==> src/rtl/rcs_pkg.sv <==
package rcs_pkg;
    localparam int NUM_LANES = 4;
    localparam int BOOST_W   = 9;
    localparam int CODE_W    = 2;
    localparam int STRAP_W   = 3;
    localparam logic [CODE_W-1:0] SWING_RST = 2'b10;
endpackage

==> src/rtl/rcs_boost_expand.sv <==
module rcs_boost_expand #(
    parameter int BW = rcs_pkg::BOOST_W,
    parameter int SW = rcs_pkg::STRAP_W
) (
    input  logic [SW-1:0] code,
    output logic [BW-1:0] word
);
    // Codes 0..5 fill a ladder of ones; 6 drops bit 4 from the 6-bit ladder
    always_comb begin
        if (code == SW'(6))
            word = BW'(9'h02F);
        else if (code == SW'(7))
            word = BW'(9'h03F);
        else
            word = BW'((32'd1 << code) - 32'd1);
    end
endmodule

==> src/rtl/rcs_lane_resolve.sv <==
module rcs_lane_resolve #(
    parameter int BW = rcs_pkg::BOOST_W
) (
    input  logic          use_regs,
    input  logic          pin_en,
    input  logic [BW-1:0] pin_word,
    input  logic [7:0]    ctl_byte,
    input  logic [7:0]    bst_byte,
    input  logic          auto_en,
    input  logic          sig_det,
    output logic          en,
    output logic [BW-1:0] boost
);
    logic en_src;

    always_comb begin
        en_src = use_regs ? ctl_byte[4] : pin_en;
        boost  = use_regs ? BW'({ctl_byte[0], bst_byte}) : pin_word;
        en     = en_src & (~auto_en | sig_det);
    end
endmodule

==> src/rtl/rcs_status_mux.sv <==
module rcs_status_mux #(
    parameter int NCH = rcs_pkg::NUM_LANES,
    parameter int BW  = rcs_pkg::BOOST_W,
    parameter int CW  = rcs_pkg::CODE_W
) (
    input  logic [1:0]                 sel,
    input  logic                       oob_dis,
    input  logic [NCH-1:0]             en,
    input  logic [NCH-1:0][BW-1:0]     boost,
    input  logic [NCH-1:0][CW-1:0]     swing,
    input  logic [NCH-1:0][CW-1:0]     deemph,
    output logic [7:0]                 st_ctl,
    output logic [7:0]                 st_boost,
    output logic [7:0]                 st_drive
);
    localparam int IW = (NCH > 1) ? $clog2(NCH) : 1;

    logic [IW-1:0] idx;

    always_comb begin
        idx      = (int'(sel) < NCH) ? IW'(sel) : '0;
        st_ctl   = {1'b0, oob_dis, 1'b0, en[idx], 3'b000, boost[idx][8]};
        st_boost = boost[idx][7:0];
        st_drive = {2'b00, swing[idx], 2'b00, deemph[idx]};
    end
endmodule

==> src/rtl/rpt_cfg_select.sv <==
module rpt_cfg_select #(
    parameter int NCH = rcs_pkg::NUM_LANES,
    parameter int BW  = rcs_pkg::BOOST_W,
    parameter int CW  = rcs_pkg::CODE_W,
    parameter int SW  = rcs_pkg::STRAP_W
) (
    input  logic                    clk,
    input  logic                    rst_n,
    input  logic                    pin_mode,
    input  logic [SW-1:0]           bst_pins,
    input  logic [NCH-1:0]          en_pins,
    input  logic [CW-1:0]           swing_pins,
    input  logic [CW-1:0]           deemph_pins,
    input  logic                    oob_dis_pin,
    input  logic [NCH-1:0]          auto_en,
    input  logic [NCH-1:0]          sig_det,
    input  logic [7:0]              reg_select,
    input  logic [7:0]              reg_drive,
    input  logic [7:0]              reg_deemph,
    input  logic [7:0]              reg_oob,
    input  logic [NCH-1:0][7:0]     reg_ch_ctl,
    input  logic [NCH-1:0][7:0]     reg_ch_bst,
    output logic [NCH-1:0]          eff_en,
    output logic [NCH-1:0][BW-1:0]  eff_boost,
    output logic [NCH-1:0][CW-1:0]  eff_swing,
    output logic [NCH-1:0][CW-1:0]  eff_deemph,
    output logic [7:0]              stat_ctl,
    output logic [7:0]              stat_boost,
    output logic [7:0]              stat_drive
);
    typedef struct packed {
        logic [NCH-1:0]         en;
        logic [NCH-1:0][BW-1:0] boost;
        logic [NCH-1:0][CW-1:0] swing;
        logic [NCH-1:0][CW-1:0] deemph;
        logic [7:0]             st_ctl;
        logic [7:0]             st_boost;
        logic [7:0]             st_drive;
    } cfg_state_t;

    cfg_state_t state_d, state_q;

    logic                   use_regs;
    logic                   oob_d;
    logic [BW-1:0]          strap_word;
    logic [NCH-1:0]         en_d;
    logic [NCH-1:0][BW-1:0] boost_d;
    logic [NCH-1:0][CW-1:0] swing_d;
    logic [NCH-1:0][CW-1:0] deemph_d;
    logic [7:0]             st_ctl_d, st_boost_d, st_drive_d;

    assign use_regs = ~pin_mode & reg_select[0];
    assign oob_d    = pin_mode ? oob_dis_pin : reg_oob[0];

    rcs_boost_expand #(.BW(BW), .SW(SW)) u_expand (
        .code (bst_pins),
        .word (strap_word)
    );

    for (genvar c = 0; c < NCH; c++) begin : g_lane
        rcs_lane_resolve #(.BW(BW)) u_lane (
            .use_regs (use_regs),
            .pin_en   (en_pins[c]),
            .pin_word (strap_word),
            .ctl_byte (reg_ch_ctl[c]),
            .bst_byte (reg_ch_bst[c]),
            .auto_en  (auto_en[c]),
            .sig_det  (sig_det[c]),
            .en       (en_d[c]),
            .boost    (boost_d[c])
        );
        assign swing_d[c]  = pin_mode ? swing_pins  : reg_drive[3:2];
        assign deemph_d[c] = pin_mode ? deemph_pins : reg_deemph[CW*c +: CW];
    end

    rcs_status_mux #(.NCH(NCH), .BW(BW), .CW(CW)) u_status (
        .sel      (reg_select[5:4]),
        .oob_dis  (oob_d),
        .en       (en_d),
        .boost    (boost_d),
        .swing    (swing_d),
        .deemph   (deemph_d),
        .st_ctl   (st_ctl_d),
        .st_boost (st_boost_d),
        .st_drive (st_drive_d)
    );

    always_comb begin
        state_d          = state_q;
        state_d.en       = en_d;
        state_d.boost    = boost_d;
        state_d.swing    = swing_d;
        state_d.deemph   = deemph_d;
        state_d.st_ctl   = st_ctl_d;
        state_d.st_boost = st_boost_d;
        state_d.st_drive = st_drive_d;
    end

    always_ff @(posedge clk or negedge rst_n) begin
        if (!rst_n) begin
            state_q.en       <= '1;
            state_q.boost    <= '0;
            for (int c = 0; c < NCH; c++) state_q.swing[c] <= rcs_pkg::SWING_RST;
            state_q.deemph   <= '0;
            state_q.st_ctl   <= 8'h10;
            state_q.st_boost <= 8'h00;
            state_q.st_drive <= {2'b00, rcs_pkg::SWING_RST, 4'b0000};
        end else begin
            state_q <= state_d;
        end
    end

    assign eff_en     = state_q.en;
    assign eff_boost  = state_q.boost;
    assign eff_swing  = state_q.swing;
    assign eff_deemph = state_q.deemph;
    assign stat_ctl   = state_q.st_ctl;
    assign stat_boost = state_q.st_boost;
    assign stat_drive = state_q.st_drive;
endmodule

==> config.mk <==
export PLATFORM = sky130hd
export DESIGN_NAME = rpt_cfg_select
export DESIGN_NICKNAME = d
export VERILOG_FILES = /design/src/rtl/rcs_pkg.sv /design/src/rtl/rcs_boost_expand.sv /design/src/rtl/rcs_lane_resolve.sv /design/src/rtl/rcs_status_mux.sv /design/src/rtl/rpt_cfg_select.sv
export SDC_FILE = /design/constraint.sdc
export NUM_CORES = 1
export LEC_CHECK = 0
export ABC_CLOCK_PERIOD_IN_PS = 1550
export BUFFER_PORTS_ARGS = -buffer_cell sky130_fd_sc_hd__buf_4
export CAP_MARGIN = 10
export CELL_PAD_IN_SITES_DETAIL_PLACEMENT = 1
export CELL_PAD_IN_SITES_GLOBAL_PLACEMENT = 2
export CORE_ASPECT_RATIO = 2
export CORE_MARGIN = 8
export CORE_UTILIZATION = 29
export DETAILED_ROUTE_END_ITERATION = 7
export GPL_ROUTABILITY_DRIVEN = 0
export PLACE_DENSITY_LB_ADDON = 0.1
export SETUP_SLACK_MARGIN = 0.4
export SYNTH_ARGS = -nofsm -noshare
export SYNTH_HDL_FRONTEND = slang
export SYNTH_HIERARCHICAL = 1
export SYNTH_SLANG_ARGS = --single-unit
==> constraint.sdc <==
create_clock -name clk -period 1.55 [get_ports clk]
set_input_delay 0.31 -clock clk [delete_from_list [all_inputs] [get_ports clk]]
set_output_delay 0.31 -clock clk [all_outputs]
set_load 0.01 [all_outputs]
**Word level (Yosys, flattened, before mapping)**

Index checks and enable logic that the tools add are counted.

- Word-level logic and storage cells: 56
- Input bits: 119
- Flip-flop bits (word level): 65
- Output and inout bits: 80

- Bitwise operators: 14
- $lt $le $gt $ge: 1
- Multiplexer cells: 24
- Add/sub/neg operators: 1
- Equality and inequality tests: 2
- Shift operators: 1

Operators with widths:

| cell | number |
|---|---|
| $mux W9 | 7 |
| $bmux W9 S2 | 1 |
| $mux W2 | 7 |
| $shl A1 B3 Y9 const A | 1 |
| $sub A9 B1 Y9 const B | 1 |
| $bmux W2 S2 | 2 |
| $eq A3 B3 Y1 const B | 2 |
| $mux W1 | 6 |
| $and A1 B1 Y1 | 5 |
| $not A1 Y1 | 5 |
| $or A1 B1 Y1 | 4 |
| $lt A2 B3 Y1 const B | 1 |
| $bmux W1 S2 | 1 |

**Longest topological paths before layout**

Gate-level depths: netlist of run 1.

- Word-level depth: 7
- Gate-level depth with buffers: 8
- Gate-level depth less buffers: 7

**Cells and area by module**

Netlist of run 1, hierarchy kept.

By module, submodules not included:

| module | sequential area each (um2) | area an instance (um2) | cells each | times used |
|---|---|---|---|---|
| rpt_cfg_select | 1860.5 | 2083.2 | 93 | 1 |
| rcs_lane_resolve | 0.0 | 131.4 | 13 | 4 |
| rcs_status_mux | 0.0 | 445.4 | 28 | 1 |
| rcs_boost_expand | 0.0 | 131.4 | 18 | 1 |

**Least setup slack after synthesis of run 1**

Ideal clock, no wire load.

- Path kind: input-to-reg
- Start point: input bst_pins[1]
- End point: register state_q, in the netlist stat_boost[4]
- Arrival: 2255 ps
- Library setup time: 138 ps
- Setup slack: -844 ps
- Path buffers: 1
- Stages on the path: 7
- Required time: 1412 ps
- Cell sequence: buf_6 -> or3_1 -> ha_1 -> mux2_4 -> a211o_1 -> mux2_2 -> mux4_2

RTL lines:

| element | RTL line | text |
|---|---|---|
| from (decl) | rpt_cfg_select.sv:10 | `input logic [SW-1:0] bst_pins,` |
| to (signal assigned) | rpt_cfg_select.sv:109 | `state_q <= state_d;` |
| to (decl) | rpt_cfg_select.sv:41 | `cfg_state_t state_d, state_q;` |

==> out/summary.txt, run 1 <==
VDD IR max -> 543.9 uV
Vias/cell -> 4.350
Setup_tns -> -1.720 ns
Nets -> 492
CTS tree -> yes
Die H -> 164.2 um
Seq pwr share -> 36.7%
Reg clk slew, reported paths -> 0.06 ns
CP max stage cell -> mux4_2
Share of layout cells above drive strength 1 -> 76.66%
# clock sinks -> 74
Arrival @ worst endpoint -> 2.29 ns
Post-Syn Area -> 0.003186 sq mm
Post-synthesis sequential area ratio -> 58.41%
Antenna violations before repair -> 0
Hold Path Class -> primary input to register
Rows -> 54
Final min period -> 2.098 ns
Cell count after synthesis -> 191
P_int -> 4652 uW
CP dominant cell by count -> mux2_4
Prevailing post-synth register cell -> dfrtp_1
TritonCTS buffer count -> 9
Crit end category -> register
Clock Power Share -> 42.2%
CTS Root Cell -> clkbuf_16
Largest net degree at the start of global routing -> 38
Failing checks -> setup timing
CP cell instances -> buf_6 -> or3_4 -> ha_4 -> mux2_4 -> a211o_1 -> mux2_4 -> mux4_2
First-pass GRT wire length -> 15480 um
CP Buf/Inv Count -> 1
Worst-path maximum fanout -> 4
PwrDens -> 1069 mW/mm^2
Post-route setup slack -> -0.5476 ns
Final Instance Area -> 0.005612 sq mm
Number of enable flip-flop cells after synthesis -> 0
Vias in the first global route -> 2749
DP Wirelength -> 7835 um
Critical Path Start Type -> primary input
Max cap viols -> 0
Drt total wl -> 10320 um
Final ANT Viol Nets -> 0
DR pass1 iterations -> 2
H-Tree Depth -> 3
Inserted Diodes -> 0
Die W -> 90.11 um
Final setup violating endpoints -> 11
NetSw -> 1344 uW
Switching fraction of total power -> 22.42%
Status -> finished with violations
Crit-path leading delay family -> multiplexers
Req. time, crit path -> 1.74 ns
DRC viols -> 0
Area grow syn2layout -> 76.16%
Asr flop ratio synth -> 100.0%
Hold Path Stages -> 2
Total global routing overflow -> 0
Die area -> 0.01480 sq mm
DRT iter0 DRCs -> 25
Area after DPL -> 0.004586 sq mm
Final core occ -> 51.91%
Critical Path Max Stage Delay -> 0.49 ns
Achievable Freq -> 0.4767 GHz
Lkg Pwr -> 0.002664 uW
RSZ-0062 raised after global routing -> yes
Critical path depth -> 7
Area used by multi-input combinational logic -> 0.001280 sq mm
Yosys reg bits -> 74
Synth warn -> 6
Buffers on Ports -> 156
Worst setup path category -> primary input to register
Final Hold Violating Endpoints -> 0
Starting Density -> 29.47%
Post-DR wirelength/cell -> 19.97 um
Final Max Slew Viols -> 0
Clock buffer depth -> 2
Detailed-route via count -> 2249
Combinational Power Share -> 21.0%
Ports -> 199
Fill count -> 1070
Post-synthesis cell type count -> 26
Tcrit/Tclk final -> 135.3%
Avg Inst Size Synth -> 16.68 sq um
GR Util All Layers -> 14.09%
Core Box Area -> 0.01081 sq mm
Reg area -> 0.001862 sq mm
==> layout by cell type (no fill, tap or decap), types with 2 or more instances in the layout <==
cell type,n
a21oi_2,3
buf_12,6
buf_4,86
buf_6,93
buf_8,2
bufinv_16,4
clkbuf_16,9
conb_1,10
dfrtp_1,66
dfstp_2,7
inv_1,4
mux2_2,10
mux2_4,38
mux2i_1,2
mux4_2,14
nor3b_4,2
or3_4,2
==> registers in the layout (all words and copies together), names as in the netlist <==
name        flops
stat_boost      8
eff_boost      36
eff_en          4
eff_swing       2
stat_ctl        8
eff_deemph      8
stat_drive      8
==> timing repair <==
item,4_1_cts,5_1_grt
buffers inserted,11,1
endpoints found under the setup margin,110,119
cloned,2,0
endpoints found under the hold margin,21,0
hold buffers,1,0
resized for setup,113,17
pin swaps,1,1
==> synth_stat cells (2+ instances only) <==
cell,n,area (sq um)
dfstp_2,7,183.9
mux2_4,10,150.1
dfrtp_1,67,1677
buf_4,17,127.6
conb_1,2,7.510
mux2_2,38,427.9
buf_6,7,78.83
nor3b_1,2,15.01
mux2i_1,4,40.04
mux4_2,10,225.2
buf_2,2,10.01
a21oi_1,4,20.02
inv_1,4,15.01
mux4_1,4,105.1
or3_1,2,12.51
==> final cells by class <==
type                       count  share of cell area [%]
timing repair buffer         190                   34.09
tap                          140                   3.122
multi-input combinational     93                   22.81
inverter                       4                  0.2676
clock inverter                 7                   2.520
clock buffer                   9                   4.013
sequential                    74                   33.18
==> logic make-up (layout without fill, tap and decap cells) <==
| family | Yosys count | in the layout | synth area share, % |
|---|---|---|---|
| flip-flops | 74 | 74 | 58.41 |
| multiplexers | 66 | 66 | 29.77 |
| buffers and inverters | 32 | 210 | 8.012 |
| AND/OR/NAND/NOR | 10 | 10 | 2.042 |
| AO/OA/AOI/OAI | 6 | 6 | 1.139 |
| other | 2 | 10 | 0.2358 |
| adder cells (fa/ha/maj) | 1 | 1 | 0.3927 |
==> worst paths after layout <==
kind | from | slack (ns) | to
worst min-delay path | auto_en[0] | 0.12 | eff_en[0]$_DFF_PN1_
max in group asynchronous | rst_n | 0.52 | eff_en[0]$_DFF_PN1_
min in group asynchronous | rst_n | 0.41 | stat_drive[6]$_DFF_PN0_
worst max-delay path | bst_pins[0] | -0.55 | stat_boost[4]$_DFF_PN0_
==> per-layer routing <==
layer	part of all wire (%)	vias to the layer above	GRT usage (%)
li1	-	1008	-
met1	29	1138	11.51
met4	1.2	0	5.492
met5	0	-	0
met3	8.4	11	6.499
met2	62	92	27.91
==> power by group through the flow <==
stage,Clock (uW),Sequential [uW],Combinational [uW]
after global placement,0,2200,1040
final,2530,2200,1260
after global routing,2670,2220,1350
after floorplan,0,2280,392
after detailed placement,0,2200,1050
after CTS,2610,2200,1260
==> per-stage QoR <==
step / hold WS (ns) / cells / setup slack (ns) / total power (uW)
3_5_place_dp: 0.2275 / 486 / -0.8927 / 3255
2_1_floorplan: 0.01441 / 199 / -0.7866 / 2677
4_1_cts: 0.1264 / 516 / -0.5270 / 6068
3_3_place_gp: 0.2237 / 486 / -0.8553 / 3239
6_report: 0.1241 / 517 / -0.5476 / 5996
5_1_grt: 0.1113 / 517 / -0.5678 / 6237
No activity file was read; power rests on OpenSTA's default activity.
==> run 2: changes to the inputs <==
--- a/config.mk
+++ b/config.mk
@@ -6,16 +6,17 @@
 export NUM_CORES = 1
 export LEC_CHECK = 0
 export ABC_CLOCK_PERIOD_IN_PS = 1550
-export BUFFER_PORTS_ARGS = -buffer_cell sky130_fd_sc_hd__buf_4
 export CAP_MARGIN = 10
 export CELL_PAD_IN_SITES_DETAIL_PLACEMENT = 1
 export CELL_PAD_IN_SITES_GLOBAL_PLACEMENT = 2
 export CORE_ASPECT_RATIO = 2
 export CORE_MARGIN = 8
-export CORE_UTILIZATION = 29
+export CORE_UTILIZATION = 42
 export DETAILED_ROUTE_END_ITERATION = 7
+export DONT_BUFFER_PORTS = 1
 export GPL_ROUTABILITY_DRIVEN = 0
 export PLACE_DENSITY_LB_ADDON = 0.1
+export REMOVE_ABC_BUFFERS = 1
 export SETUP_SLACK_MARGIN = 0.4
 export SYNTH_ARGS = -nofsm -noshare
 export SYNTH_HDL_FRONTEND = slang
==> run 2 against run 1 <==
  * Clock power shrank 22%
  * Worst hold slack worse by 0.45 ns
  * The flow finishes with violations (hold timing, setup timing)
  * Via count decreased by 29%
==> out/summary.txt, run 2 (same netlist as run 1, synthesis figures left out) <==
Clock Power Share -> 41.8% (was 42.2%)
NetSw -> 1068 uW (was 1344 uW)
Drt total wl -> 7536 um (was 10320 um)
Buffers on Ports -> 0 (was 156)
DR pass1 iterations -> 2 (unchanged)
H-Tree Depth -> 3 (unchanged)
Post-route setup slack -> -0.4592 ns (was -0.5476 ns)
CP dominant cell by count -> mux2_4 (unchanged)
Max cap viols -> 0 (unchanged)
Seq pwr share -> 48.5% (was 36.7%)
Detailed-route via count -> 1597 (was 2249)
Total global routing overflow -> 0 (unchanged)
Hold Path Class -> primary input to asynchronous set/reset pin (was primary input to register)
CP max stage cell -> mux4_2 (unchanged)
Final Hold Violating Endpoints -> 74 (was 0)
First-pass GRT wire length -> 11640 um (was 15480 um)
Failing checks -> hold timing, setup timing (was setup timing)
Crit-path leading delay family -> multiplexers (unchanged)
DRT iter0 DRCs -> 29 (was 25)
Die area -> 0.01080 sq mm (was 0.01480 sq mm)
Share of layout cells above drive strength 1 -> 52.88% (was 76.66%)
Fin cells -> 302 (was 517)
Rows -> 45 (was 54)
Antenna violations before repair -> 0 (unchanged)
Core Box Area -> 0.007488 sq mm (was 0.01081 sq mm)
Vias/cell -> 5.288 (was 4.350)
Req. time, crit path -> 1.74 ns (about the same)
DP Wirelength -> 5296 um (was 7835 um)
Final Max Slew Viols -> 0 (unchanged)
Reg area -> 0.001862 sq mm (unchanged)
CTS Root Cell -> clkbuf_16 (unchanged)
Reg clk slew, reported paths -> 0.06 ns (about the same)
Fill count -> 683 (was 1070)
Ports -> 199 (unchanged)
# clock sinks -> 74 (unchanged)
Die W -> 77.58 um (was 90.11 um)
Largest register FFs -> 36 (unchanged)
Clock buffer depth -> 2 (unchanged)
CP cell instances -> or3_4 -> ha_4 -> mux2_4 -> a211o_1 -> mux2_4 -> mux4_2 (was buf_6 -> or3_4 -> ha_4 -> mux2_4 -> a211o_1 -> mux2_4 -> mux4_2)
Nets -> 323 (was 492)
Final setup violating endpoints -> 5 (was 11)
Vias in the first global route -> 1942 (was 2749)
Switching fraction of total power -> 22.52% (was 22.42%)
Worst-path maximum fanout -> 6 (was 4)
Die H -> 139.2 um (was 164.2 um)
Design Power -> 4742 uW (was 5996 uW)
Placed insts -> 273 (was 486)
CTS tree -> yes (unchanged)
Inserted Diodes -> 0 (unchanged)
VDD IR max -> 621.8 uV (was 543.9 uV)
Status -> finished with violations (unchanged)
TritonCTS buffer count -> 9 (unchanged)
Lkg Pwr -> 0.001659 uW (was 0.002664 uW)
PwrDens -> 1238 mW/mm^2 (was 1069 mW/mm^2)
Final ANT Viol Nets -> 0 (unchanged)
Worst setup path category -> primary input to register (unchanged)
Crit end category -> register (unchanged)
Commonest cells after routing, fill and taps aside -> dfrtp_1 (66), mux2_4 (28), mux2_2 (20) (was buf_6 (93), buf_4 (86), dfrtp_1 (66))
Most common cell after layout, fill and taps aside -> dfrtp_1 (was buf_6)
GR Util All Layers -> 14.27% (was 14.09%)
Arrival @ worst endpoint -> 2.20 ns (was 2.29 ns)
Post-DR wirelength/cell -> 24.95 um (was 19.97 um)
Achievable Freq -> 0.4977 GHz (was 0.4767 GHz)
Area grow syn2layout -> 20.27% (was 76.16%)
CP Buf/Inv Count -> 0 (was 1)
Critical Path Start Type -> primary input (unchanged)
Tcrit/Tclk final -> 129.6% (was 135.3%)
Starting Density -> 42.54% (was 29.47%)
P_int -> 3674 uW (was 4652 uW)
Combinational Power Share -> 9.7% (was 21.0%)
Fin Hold WS -> -0.3209 ns (was 0.1241 ns)
Area used by multi-input combinational logic -> 0.001212 sq mm (was 0.001280 sq mm)
Critical Path Max Stage Delay -> 0.48 ns (was 0.49 ns)
DRC viols -> 0 (unchanged)
Final min period -> 2.009 ns (was 2.098 ns)
Largest net degree at the start of global routing -> 75 (was 38)
RSZ-0062 raised after global routing -> yes (unchanged)
==> run 2: cell types whose count changed in the layout (fill, tap and decap cells not counted), sizes merged <==
cell         delta
bufbuf          -1
bufinv          -3
dlygate4sd3     -1
buf           -167
clkbuf          +2
clkinvlp        +1
==> run 2: timing repair <==
item,CTS,global route
cloned,3,0
hold endpoints to repair,74,74
endpoints found under the setup margin,37,35
gates resized for setup,31,9
pin swaps,1,0
buffers inserted,9,1
==> run 2: power groups by stage <==
stage / clock [uW] / combinational (uW) / sequential (uW)
2_1_floorplan: 0 / 267 / 2290
6_report: 1980 / 461 / 2300
4_1_cts: 2040 / 451 / 2310
5_1_grt: 2110 / 496 / 2320
3_3_place_gp: 0 / 327 / 2340
3_5_place_dp: 0 / 341 / 2340
==> run 2: worst paths after layout <==
| check | startpoint | cells past startpoint | to | slack, ns |
|---|---|---|---|---|
| worst max-delay path | bst_pins[0] | 6 | stat_boost[4]$_DFF_PN0_ | -0.46 |
| max in group asynchronous | rst_n | 0 | stat_ctl[4]$_DFF_PN1_ | 1.67 |
| min in group clk | auto_en[2] | 1 | eff_en[2]$_DFF_PN1_ | 0.04 |
| worst min-delay path | rst_n | 0 | stat_ctl[1]$_DFF_PN0_ | -0.32 |
==> run 2: area by class of cell <==
cell class                      count  area share [%]
Clock buffer                       11           6.074
Inverter                            4          0.3919
Tap cell                           94           3.070
Clock inverter                      5           1.437
Sequential cell                    74           48.60
Timing Repair Buffer               21           8.785
Multi-Input combinational cell     93           31.65
==> run 2: per-layer routing <==
metal | up-vias | GRT usage (%) | part of all wire (%)
met5 | - | 0 | 0
met4 | 0 | 6.012 | 1.4
met3 | 7 | 7.468 | 10
met2 | 93 | 23.46 | 54
met1 | 825 | 14.61 | 35
li1 | 672 | - | -
==> run 2: through the flow <==
| stage | utilization, % | setup WS, ns | hold WS [ns] | TNS, ns | instance area, sq um |
|---|---|---|---|---|---|
| CTS | 50.61 | -0.4457 | -0.3358 | -0.7863 | 3790 |
| finish | 51.16 | -0.4592 | -0.3209 | -0.8492 | 3831 |
| global placement | 42.44 | -0.8007 | 0.01649 | -5.109 | 3178 |
| global route | 51.16 | -0.4807 | -0.3393 | -0.9317 | 3831 |
| detailed placement | 42.44 | -0.8666 | 0.01650 | -5.607 | 3178 |
| floorplan | - | -0.7539 | 0.01441 | -5.249 | 2975 |
==> run 3: changes to the inputs <==
--- a/config.mk
+++ b/config.mk
@@ -6,14 +6,14 @@
 export NUM_CORES = 1
 export LEC_CHECK = 0
 export ABC_CLOCK_PERIOD_IN_PS = 1550
+export BUFFER_PORTS_ARGS = -buffer_cell sky130_fd_sc_hd__buf_4
 export CAP_MARGIN = 10
 export CELL_PAD_IN_SITES_DETAIL_PLACEMENT = 1
 export CELL_PAD_IN_SITES_GLOBAL_PLACEMENT = 2
 export CORE_ASPECT_RATIO = 2
 export CORE_MARGIN = 8
-export CORE_UTILIZATION = 42
+export CORE_UTILIZATION = 29
 export DETAILED_ROUTE_END_ITERATION = 7
-export DONT_BUFFER_PORTS = 1
 export GPL_ROUTABILITY_DRIVEN = 0
 export PLACE_DENSITY_LB_ADDON = 0.1
 export REMOVE_ABC_BUFFERS = 1
==> run 3 against run 2 <==
  * First-iteration DRC count grew 14%
  * Final area grew 47%
  * Die area grew 37%
  * Sequential share of layout area shrank 15 points
  * The run still ends with hold timing, setup timing left
  * Cell count grew 72%
  * Highest routed layer unchanged
  * Power grew 25%
  * Global-route usage shrank 0.55 points
  * Combinational power grew to 2.8 times the previous value
  * Wire length grew 35%
  * Worst hold slack gained 0.30 ns
  * Worst setup slack lost 0.13 ns
  * Maximum frequency shrank 6.2%
==> out/summary.txt, run 3 (same netlist as run 1, synthesis figures left out) <==
Largest register FFs -> 36 (unchanged)
DRT iter0 DRCs -> 33 (was 29)
Final Max Slew Viols -> 0 (unchanged)
RSZ-0062 raised after global routing -> yes (unchanged)
H-Tree Depth -> 3 (unchanged)
Post-route setup slack -> -0.5930 ns (was -0.4592 ns)
Rows -> 54 (was 45)
Lkg Pwr -> 0.002651 uW (was 0.001659 uW)
Crit-path leading delay family -> multiplexers (unchanged)
Final Hold Violating Endpoints -> 13 (was 74)
Hold Path Class -> primary input to asynchronous set/reset pin (unchanged)
Die H -> 164.2 um (was 139.2 um)
CP max stage cell -> mux4_2 (unchanged)
CTS Root Cell -> clkbuf_16 (unchanged)
Die W -> 90.11 um (was 77.58 um)
Share of layout cells above drive strength 1 -> 76.58% (was 52.88%)
Commonest cells after routing, fill and taps aside -> buf_6 (97), buf_4 (86), dfrtp_1 (66) (was dfrtp_1 (66), mux2_4 (28), mux2_2 (20))
Clock buffer depth -> 2 (unchanged)
Inserted Diodes -> 0 (unchanged)
Worst setup path category -> primary input to register (unchanged)
Critical path depth -> 7 (was 6)
Post-CTS Hold Buffers -> 0
Nets -> 495 (was 323)
Final ANT Viol Nets -> 0 (unchanged)
Drt total wl -> 10190 um (was 7536 um)
GR Util All Layers -> 13.72% (was 14.27%)
CP dominant cell by count -> mux2_4 (unchanged)
Final Instance Area -> 0.005624 sq mm (was 0.003831 sq mm)
# clock sinks -> 74 (unchanged)
Placed insts -> 481 (was 273)
Post-DR wirelength/cell -> 19.59 um (was 24.95 um)
Core Box Area -> 0.01081 sq mm (was 0.007488 sq mm)
Crit end category -> register (unchanged)
Area after DPL -> 0.004464 sq mm (was 0.003178 sq mm)
Area used by multi-input combinational logic -> 0.001250 sq mm (was 0.001212 sq mm)
Ports -> 199 (unchanged)
Final min period -> 2.143 ns (was 2.009 ns)
Arrival @ worst endpoint -> 2.33 ns (was 2.20 ns)
Most common cell after layout, fill and taps aside -> buf_6 (was dfrtp_1)
PwrDens -> 1051 mW/mm^2 (was 1238 mW/mm^2)
VDD IR max -> 662.1 uV (was 621.8 uV)
Status -> finished with violations (unchanged)
Tcrit/Tclk final -> 138.3% (was 129.6%)
Antenna violations before repair -> 0 (unchanged)
Critical Path Max Stage Delay -> 0.47 ns (was 0.48 ns)
Failing checks -> hold timing, setup timing (unchanged)
Worst-path maximum fanout -> 4 (was 6)
Fill count -> 1069 (was 683)
Final setup violating endpoints -> 12 (was 5)
CP Buf/Inv Count -> 1 (was 0)
Fin Hold WS -> -0.01750 ns (was -0.3209 ns)
Starting Density -> 29.47% (was 42.54%)
CTS tree -> yes (unchanged)
Vias in the first global route -> 2766 (was 1942)
Critical Path Start Type -> primary input (unchanged)
Die area -> 0.01480 sq mm (was 0.01080 sq mm)
First-pass GRT wire length -> 15270 um (was 11640 um)
Largest net degree at the start of global routing -> 75 (unchanged)
Setup_tns -> -1.791 ns (was -0.8492 ns)
DRC viols -> 0 (unchanged)
Total global routing overflow -> 0 (unchanged)
Area grow syn2layout -> 76.55% (was 20.27%)
Buffers on Ports -> 156 (was 0)
DR pass1 iterations -> 4 (was 2)
Achievable Freq -> 0.4666 GHz (was 0.4977 GHz)
TritonCTS buffer count -> 9 (unchanged)
Detailed-route via count -> 2247 (was 1597)
Final core occ -> 52.03% (was 51.16%)
Fin cells -> 520 (was 302)
Reg area -> 0.001862 sq mm (unchanged)
Reg clk slew, reported paths -> 0.06 ns (about the same)
CP cell instances -> buf_6 -> or3_4 -> ha_4 -> mux2_4 -> a211o_4 -> mux2_4 -> mux4_2 (was or3_4 -> ha_4 -> mux2_4 -> a211o_1 -> mux2_4 -> mux4_2)
Max cap viols -> 0 (unchanged)
Req. time, crit path -> 1.74 ns (about the same)
Vias/cell -> 4.321 (was 5.288)
DP Wirelength -> 7215 um (was 5296 um)
[run 3: cell types whose count changed in the layout (fill, tap and decap cells not counted), moves of 2 or more]
| cell | previous run | this run |
|---|---|---|
| buf_6 | 3 | 97 |
| buf_12 | 8 | 4 |
| buf_4 | 6 | 86 |
| clkinv_2 | 2 | 0 |
| clkbuf_8 | 0 | 2 |
| bufinv_16 | 1 | 3 |
| mux2_2 | 20 | 16 |
| mux4_2 | 12 | 14 |
| mux2_4 | 28 | 32 |
| mux4_1 | 2 | 0 |
[run 3: layout make-up]
type | instances | area share, %
clock buffer | 12 | 4.561
clock inverter | 4 | 1.735
inverter | 4 | 0.2670
multi-input combinational | 93 | 22.22
sequential | 74 | 33.10
tap | 140 | 3.115
timing repair buffer | 193 | 34.99
[run 3: through the flow]
stage	setup slack (ns)	total power, uW
global route	-0.5950	6173
floorplan	-0.7539	2559
global placement	-0.9818	3193
CTS	-0.5743	5946
detailed placement	-1.036	3205
finish	-0.5930	5911
[run 3: final timing paths]
check | startpoint | end
setup / recovery | bst_pins[2] | stat_boost[4]$_DFF_PN0_
max in group asynchronous | rst_n | eff_swing[7]$_DFF_PN1_
min in group clk | auto_en[2] | eff_en[2]$_DFF_PN1_
hold / removal | rst_n | stat_ctl[3]$_DFF_PN0_
[run 3: power breakdown]
group	internal, uW	total (uW)	leakage (uW)	switching, uW
combinational	814	1270	0.00163	459
clock	1660	2430	0.000169	774
sequential	2110	2200	0.000853	89.5
[run 3: repair_timing]
item / CTS / global route
resized for setup: 115 / 35
pin swaps: 3 / 0
buffers inserted: 12 / 6
setup endpoints to repair: 103 / 110
cloned: 4 / 1
[run 3: per-layer routing]
metal,routed length [um],track usage [%],part of all wire (%),vias up
li1,-,-,-,1017
met1,3216,11.83,32,1125
met2,6094,27.24,60,99
met3,760,5.584,7.5,6
met4,114,4.805,1.1,0
met5,0,0,0,-
